--- src/rtl/txirq_pkg.sv ---
package txirq_pkg;
  // Status bit positions; the host decodes these.
  localparam int BIT_UNDERRUN  = 0;
  localparam int BIT_HALFEMPTY = 1;
  localparam int BIT_COMPLETE  = 2;
  localparam int NUM_SOURCES   = 3;

  // Strobes from control to datapath.
  typedef struct packed {
    logic recompute;     // refresh the status word this edge
    logic clearUnderrun; // report underrun as cleared this edge
  } irqStrobes_t;
endpackage

--- src/rtl/txirq_ctrl.sv ---
module txirq_ctrl
  import txirq_pkg::*;
#(
  parameter int CLR_W   = 8,
  parameter int CLR_BIT = 0
) (
  input  logic             clk,
  input  logic             rst_n,
  input  logic             statusUpdate,
  input  logic             clrWrite,
  input  logic [CLR_W-1:0] clrData,
  output irqStrobes_t      strobes,
  output logic             underrunClrPulse
);
  logic clrHit;

  always_comb begin
    clrHit                = clrWrite && clrData[CLR_BIT];
    strobes.recompute     = statusUpdate || clrWrite;
    strobes.clearUnderrun = clrHit;
  end

  always_ff @(posedge clk or negedge rst_n) begin
    if (!rst_n) underrunClrPulse <= 1'b0;
    else        underrunClrPulse <= clrHit;
  end
endmodule

--- src/rtl/txirq_datapath.sv ---
module txirq_datapath
  import txirq_pkg::*;
#(
  parameter int STAT_W = 8,
  parameter int VIEW_W = 7
) (
  input  logic              clk,
  input  logic              rst_n,
  input  irqStrobes_t       strobes,
  input  logic              fifoUnderrun,
  input  logic              fifoHalfEmpty,
  input  logic              fifoEmpty,
  input  logic              chanBusy,
  input  logic [STAT_W-1:0] irqEnable,
  output logic [STAT_W-1:0] rawStatus,
  output logic [VIEW_W-1:0] allIntsView,
  output logic              irqLine
);
  logic [STAT_W-1:0] srcBits;
  logic [STAT_W-1:0] statusQ;
  logic              irqQ;

  always_comb begin
    srcBits                = '0;
    srcBits[BIT_UNDERRUN]  = fifoUnderrun && !strobes.clearUnderrun;
    srcBits[BIT_HALFEMPTY] = fifoHalfEmpty;
    srcBits[BIT_COMPLETE]  = fifoEmpty && !chanBusy;
  end

  for (genvar b = 0; b < STAT_W; b++) begin : g_bit
    if (b < NUM_SOURCES) begin : g_src
      always_ff @(posedge clk or negedge rst_n) begin
        if (!rst_n)                 statusQ[b] <= 1'b0;
        else if (strobes.recompute) statusQ[b] <= srcBits[b];
      end
    end else begin : g_tie
      assign statusQ[b] = 1'b0;
    end
  end

  always_ff @(posedge clk or negedge rst_n) begin
    if (!rst_n) irqQ <= 1'b0;
    else        irqQ <= |(statusQ & irqEnable);
  end

  assign rawStatus   = statusQ;
  assign allIntsView = statusQ[VIEW_W-1:0];
  assign irqLine     = irqQ;
endmodule

--- src/rtl/txirq_status.sv ---
module txirq_status
  import txirq_pkg::*;
#(
  parameter int STAT_W  = 8,
  parameter int VIEW_W  = 7,
  parameter int CLR_W   = 8,
  parameter int CLR_BIT = 0
) (
  input  logic              clk,
  input  logic              rst_n,
  input  logic              statusUpdate,
  input  logic              fifoUnderrun,
  input  logic              fifoHalfEmpty,
  input  logic              fifoEmpty,
  input  logic              chanBusy,
  input  logic [STAT_W-1:0] irqEnable,
  input  logic              clrWrite,
  input  logic [CLR_W-1:0]  clrData,
  output logic [STAT_W-1:0] rawStatus,
  output logic [VIEW_W-1:0] allIntsView,
  output logic              irqLine,
  output logic              underrunClrPulse
);
  irqStrobes_t strobes;

  txirq_ctrl #(.CLR_W(CLR_W), .CLR_BIT(CLR_BIT)) ctrl_i (
    .clk(clk), .rst_n(rst_n), .statusUpdate(statusUpdate),
    .clrWrite(clrWrite), .clrData(clrData),
    .strobes(strobes), .underrunClrPulse(underrunClrPulse)
  );

  txirq_datapath #(.STAT_W(STAT_W), .VIEW_W(VIEW_W)) dp_i (
    .clk(clk), .rst_n(rst_n), .strobes(strobes),
    .fifoUnderrun(fifoUnderrun), .fifoHalfEmpty(fifoHalfEmpty),
    .fifoEmpty(fifoEmpty), .chanBusy(chanBusy), .irqEnable(irqEnable),
    .rawStatus(rawStatus), .allIntsView(allIntsView), .irqLine(irqLine)
  );
endmodule

--- config.mk ---
export PLATFORM = sky130hd
export DESIGN_NAME = txirq_status
export DESIGN_NICKNAME = d
export VERILOG_FILES = /design/src/rtl/txirq_pkg.sv /design/src/rtl/txirq_ctrl.sv /design/src/rtl/txirq_datapath.sv /design/src/rtl/txirq_status.sv
export SDC_FILE = /design/constraint.sdc
export NUM_CORES = 1
export LEC_CHECK = 0
export ABC_AREA = 1
export BUFFER_PORTS_ARGS = -buffer_cell sky130_fd_sc_hd__clkbuf_2
export CAP_MARGIN = 20
export CORE_AREA = 2 2 39 41
export DETAILED_ROUTE_END_ITERATION = 16
export DIE_AREA = 0 0 41 43
export PLACE_DENSITY = 0.64
export SETUP_SLACK_MARGIN = 0.15
export SLEW_MARGIN = 20
export SYNTH_ARGS = -nofsm -noshare
export SYNTH_HDL_FRONTEND = slang
export SYNTH_SLANG_ARGS = --single-unit
--- constraint.sdc ---
create_clock -name clk -period 0.8 [get_ports clk]
set_input_delay 0 -clock clk [delete_from_list [all_inputs] [get_ports clk]]
set_output_delay 0 -clock clk [all_outputs]
set_load 0.02 [all_outputs]
Yosys cells after proc, flatten, opt, wreduce, memory -nomap -nowiden
Cells that the tools add are included.

Register bits: 5. Output and inout bits: 17. Word-level logic and storage cells: 13.

Bitwise gates (word level): 1. Reduce and logical (&&, ||, !) cells: 7.

Operators with widths (count): 3-bit by 8-bit bitwise AND with 8-bit output (1); 8-bit OR reduction (1); 1-bit logical AND (3); 1-bit logical NOT (2); 1-bit logical OR (1).

Longest topological paths before layout
Depth in word-level cells: 3. Mapped depth: 4. Gate-level depth less buffers: 4.

Cells and area by module
Synthesis repeated with hierarchy kept, for this count alone.

Cell total of the unflattened synthesis: 40. Area total of the unflattened synthesis: 309.0 µm².

By module, submodules not included: txirq_datapath (times used 1, cells an instance 33, area an instance 257.7 µm²); txirq_ctrl (times used 1, cells an instance 7, area an instance 51.3 µm²).

Worst setup path after synthesis
OpenSTA, ideal clock, no wires.

Kind: register to register. From: register dp_i.statusQ[0] (netlist: dp_i.allIntsView[0]). To: register dp_i.irqQ (netlist: dp_i.irqLine). Data arrival time: 0.609 ns. Required time: 0.676 ns. Setup slack: 0.067 ns. Cell stages (with the launch flop): 3. Path buffers: 0. Cells stage by stage: dfrtp_1 nand2_1 nand3_1.

Longest elaborated chain between the ends: 2.

RTL lines: start, declared (line txirq_datapath.sv:20) `logic [STAT_W-1:0] statusQ;`; start signal, assigned by index (line txirq_datapath.sv:34) `else if (strobes.recompute) statusQ[b] <= srcBits[b];`; 3-bit by 8-bit bitwise AND with 8-bit output (line txirq_datapath.sv:43) `else irqQ <= |(statusQ & irqEnable);`; 8-bit OR reduction (line txirq_datapath.sv:43); end signal, assigned (line txirq_datapath.sv:43); end, declared (line txirq_datapath.sv:21) `logic irqQ;`.

No other way between the ends. A chain may end at the register's enable or synchronous reset.

Worst setup path after layout
From: register dp_i.statusQ[1] (netlist: dp_i.allIntsView[1]). To: output rawStatus[1].

RTL lines: end, declared (line txirq_status.sv:19) `output logic [STAT_W-1:0] rawStatus,`.

No word-level cell between the ends.

==> impl_metrics.ini <==
[status]
status = finished with violations
violations = hold timing, setup timing

[pwr]
power.leakage_nw = 0.3242
irDropWorstVdd_uv = 326.7
p_per_area_nw_per_um2 = 1520

[critical_path]
critPathLaunchType = flip-flop
r2r_cells = 3
worstSetupPathType = flip-flop to output port
critPathBufInv = 1
reg2reg_setup_slack_ps = 20
r2r-end = dp_i.allIntsView[0]
cp.required_ps = 800
startpoint = dp_i.allIntsView[1]
rr_startpoint = dp_i.allIntsView[0]
path_cells = clkbuf_8
crit_end = rawStatus[1]
crit_cells = 1
crit_fanout = 3
arrival_ps = 830
crit_family = flip-flops
cp_slowest_cell = dfrtp_2
max_stage_delay_ps = 420
end_kind = output port

[synthesis]
avgSynthCellArea_sq_um = 8.100
netlist_area_sq_um = 307.8
synth_warnings = 0
synth_ff_type = dfrtp_1
synth_most_common_cell = buf_4
synth_top_area_cell = dfrtp_1
yosysSeqAreaShare_pct = 40.65
synth_area_leaders = dfrtp_1 41%, buf_4 29%, nand2_1 13%, inv_1 4.9%, nand3_2 3.3%
synth-seq-cells = 5
synthTopCellsByCount = 12 x buf_4, 11 x nand2_1, 5 x dfrtp_1, 4 x inv_1
synth_top_area_share_pct = 40.65
synth.distinct_cells = 10
synth-edff-count = 0
async_reset_ff_share_pct = 100.0
synthCells = 38

[finish]
drive_above_1_share_pct = 52.94
fin_util_pct = 42.41
instances_no_fill = 84
final_area_sq_um = 586.8
synthToLayoutAreaGrowth_pct = 90.65
fillers = 142
diodes = 0
layout.nets = 93

[floorplanning]
chipHeight_um = 43
initial_core_util_pct = 22.24
core_sq_um = 1384
ios = 41
die_w_um = 41
row_count = 14
die_area_sq_um = 1763

[placement]
hpwl_um = 423.7
dpl.cell_count = 69
routabilityCongestion = 0.6028
io_buffers = 19
placed_cell_area_sq_um = 366.6

[detailed_routing]
drtPass1Iterations = 4
drc_errors = 0
drtAntennaViolNets = 0
routedWlPerCell_um = 8.714
via_count = 313
wl_um = 732
viasPerCell = 3.726
drt_first_iter_violations = 2

[sta]
fin_crit_ps = 826.5
tns_ps = -123.5
fin_hold_ws_ps = -7.039
fmax_mhz = 1210
worst_slack_ps = -26.48
rsz0062_at_grt = true
post-route-period-util_pct = 103.3
slew_viol_final = 0
finClkSkew_ps = 2.073
hold_viol_final = 1
setup_viol_count_final = 6

[global_routing]
grt_pass1_vias = 281
grt_max_degree = 6
track_usage_pct = 9.940
antenna_found_initial = 0
grt_pass1_wl_mm = 1.083
grt-ovfl-total = 0

[run]
cap_violations = 0

[cts]
cts_tree = built
cts_max_level = 1
path_clk_slew_ps = 40
clock_path_buffers = 2
cts-root-buf = clkbuf_4
clk_latency_ps = 250
clock-sinks = 5
numCtsBuffers = 3

[worst_hold_path]
hp-class = input pin to flip-flop
==> where the power goes <==
part | total [mW] | switching [mW] | internal (mW) | leakage (nW)
logic | 0.299 | 0.145 | 0.153 | 0.251
registers | 0.298 | 0.0204 | 0.278 | 0.0586
clock network | 0.296 | 0.107 | 0.189 | 0.0150
==> timing repair <==
action / CTS / global route
pin swaps: 0 / 1
resized for setup: 11 / 11
hold buffers: 8 / 0
buffers inserted: 3 / 0
setup endpoints to repair: 9 / 12
endpoints found under the hold margin: 10 / 0
gates cloned: 0 / 0
==> cell families after synthesis <==
group / Yosys count / synth area share (%)
AOI/OAI and AO/OA: 1 / 1.624
buffers and inverters: 16 / 34.15
DFF: 5 / 40.65
other: 1 / 1.218
and+or+nand+nor: 15 / 22.36
==> layout by cell type (no fill, tap or decap), drive strengths merged <==
cell,synthesis,final
buf,12,5
o21ai,1,1
nor2,1,1
dlygate4sd3,0,8
inv,4,4
clkbuf,0,21
nand3,2,2
conb,1,9
nand2,12,12
dfrtp,5,5
==> worst min path at each step <==
stage | start | endpoint | slack (ps) | cells after the start
after floorplan | rst_n | ctrl_i.underrunClrPulse | -300 | 0
after global placement | rst_n | ctrl_i.underrunClrPulse | -180 | 1
after CTS | clrData[0] | ctrl_i.underrunClrPulse | -5 | 3
after detailed placement | rst_n | ctrl_i.underrunClrPulse | -180 | 1
after global routing | clrData[0] | ctrl_i.underrunClrPulse | 10 | 3
final | clrData[0] | ctrl_i.underrunClrPulse | -7 | 3
==> layer usage <==
metal / vias to the layer above / wire [um] / track usage [%]
met5: - / 0 / 0
met4: 0 / 20 / 10.00
met3: 2 / 82 / 3.141
met2: 21 / 438 / 19.06
met1: 139 / 191 / 5.466
li1: 151 / - / -
==> area by class of cell <==
cell class	instances	area, sq um	share of cell area (%)
Clock buffer	4	26.28	4.478
Inverter	4	15.01	2.559
Multi-Input combinational cell	25	122.6	20.90
Sequential cell	5	128.9	21.96
Tap cell	16	20.02	3.412
Timing Repair Buffer	30	274.0	46.70
==> flip-flops by register name, summed over array words and instances, names as in the netlist <==
signal / cells
dp_i.allIntsView: 3
ctrl_i.underrunClrPulse: 1
dp_i.irqLine: 1
==> through the flow <==
step	setup WS, ps	power (mW)
finish	-26.48	0.8922
global route	-50.67	0.9562
CTS	-21.59	0.8732
detailed placement	131.9	0.4748
global placement	139.3	0.4726
floorplan	104.6	0.4560
No activity file was read; power rests on OpenSTA's default activity.
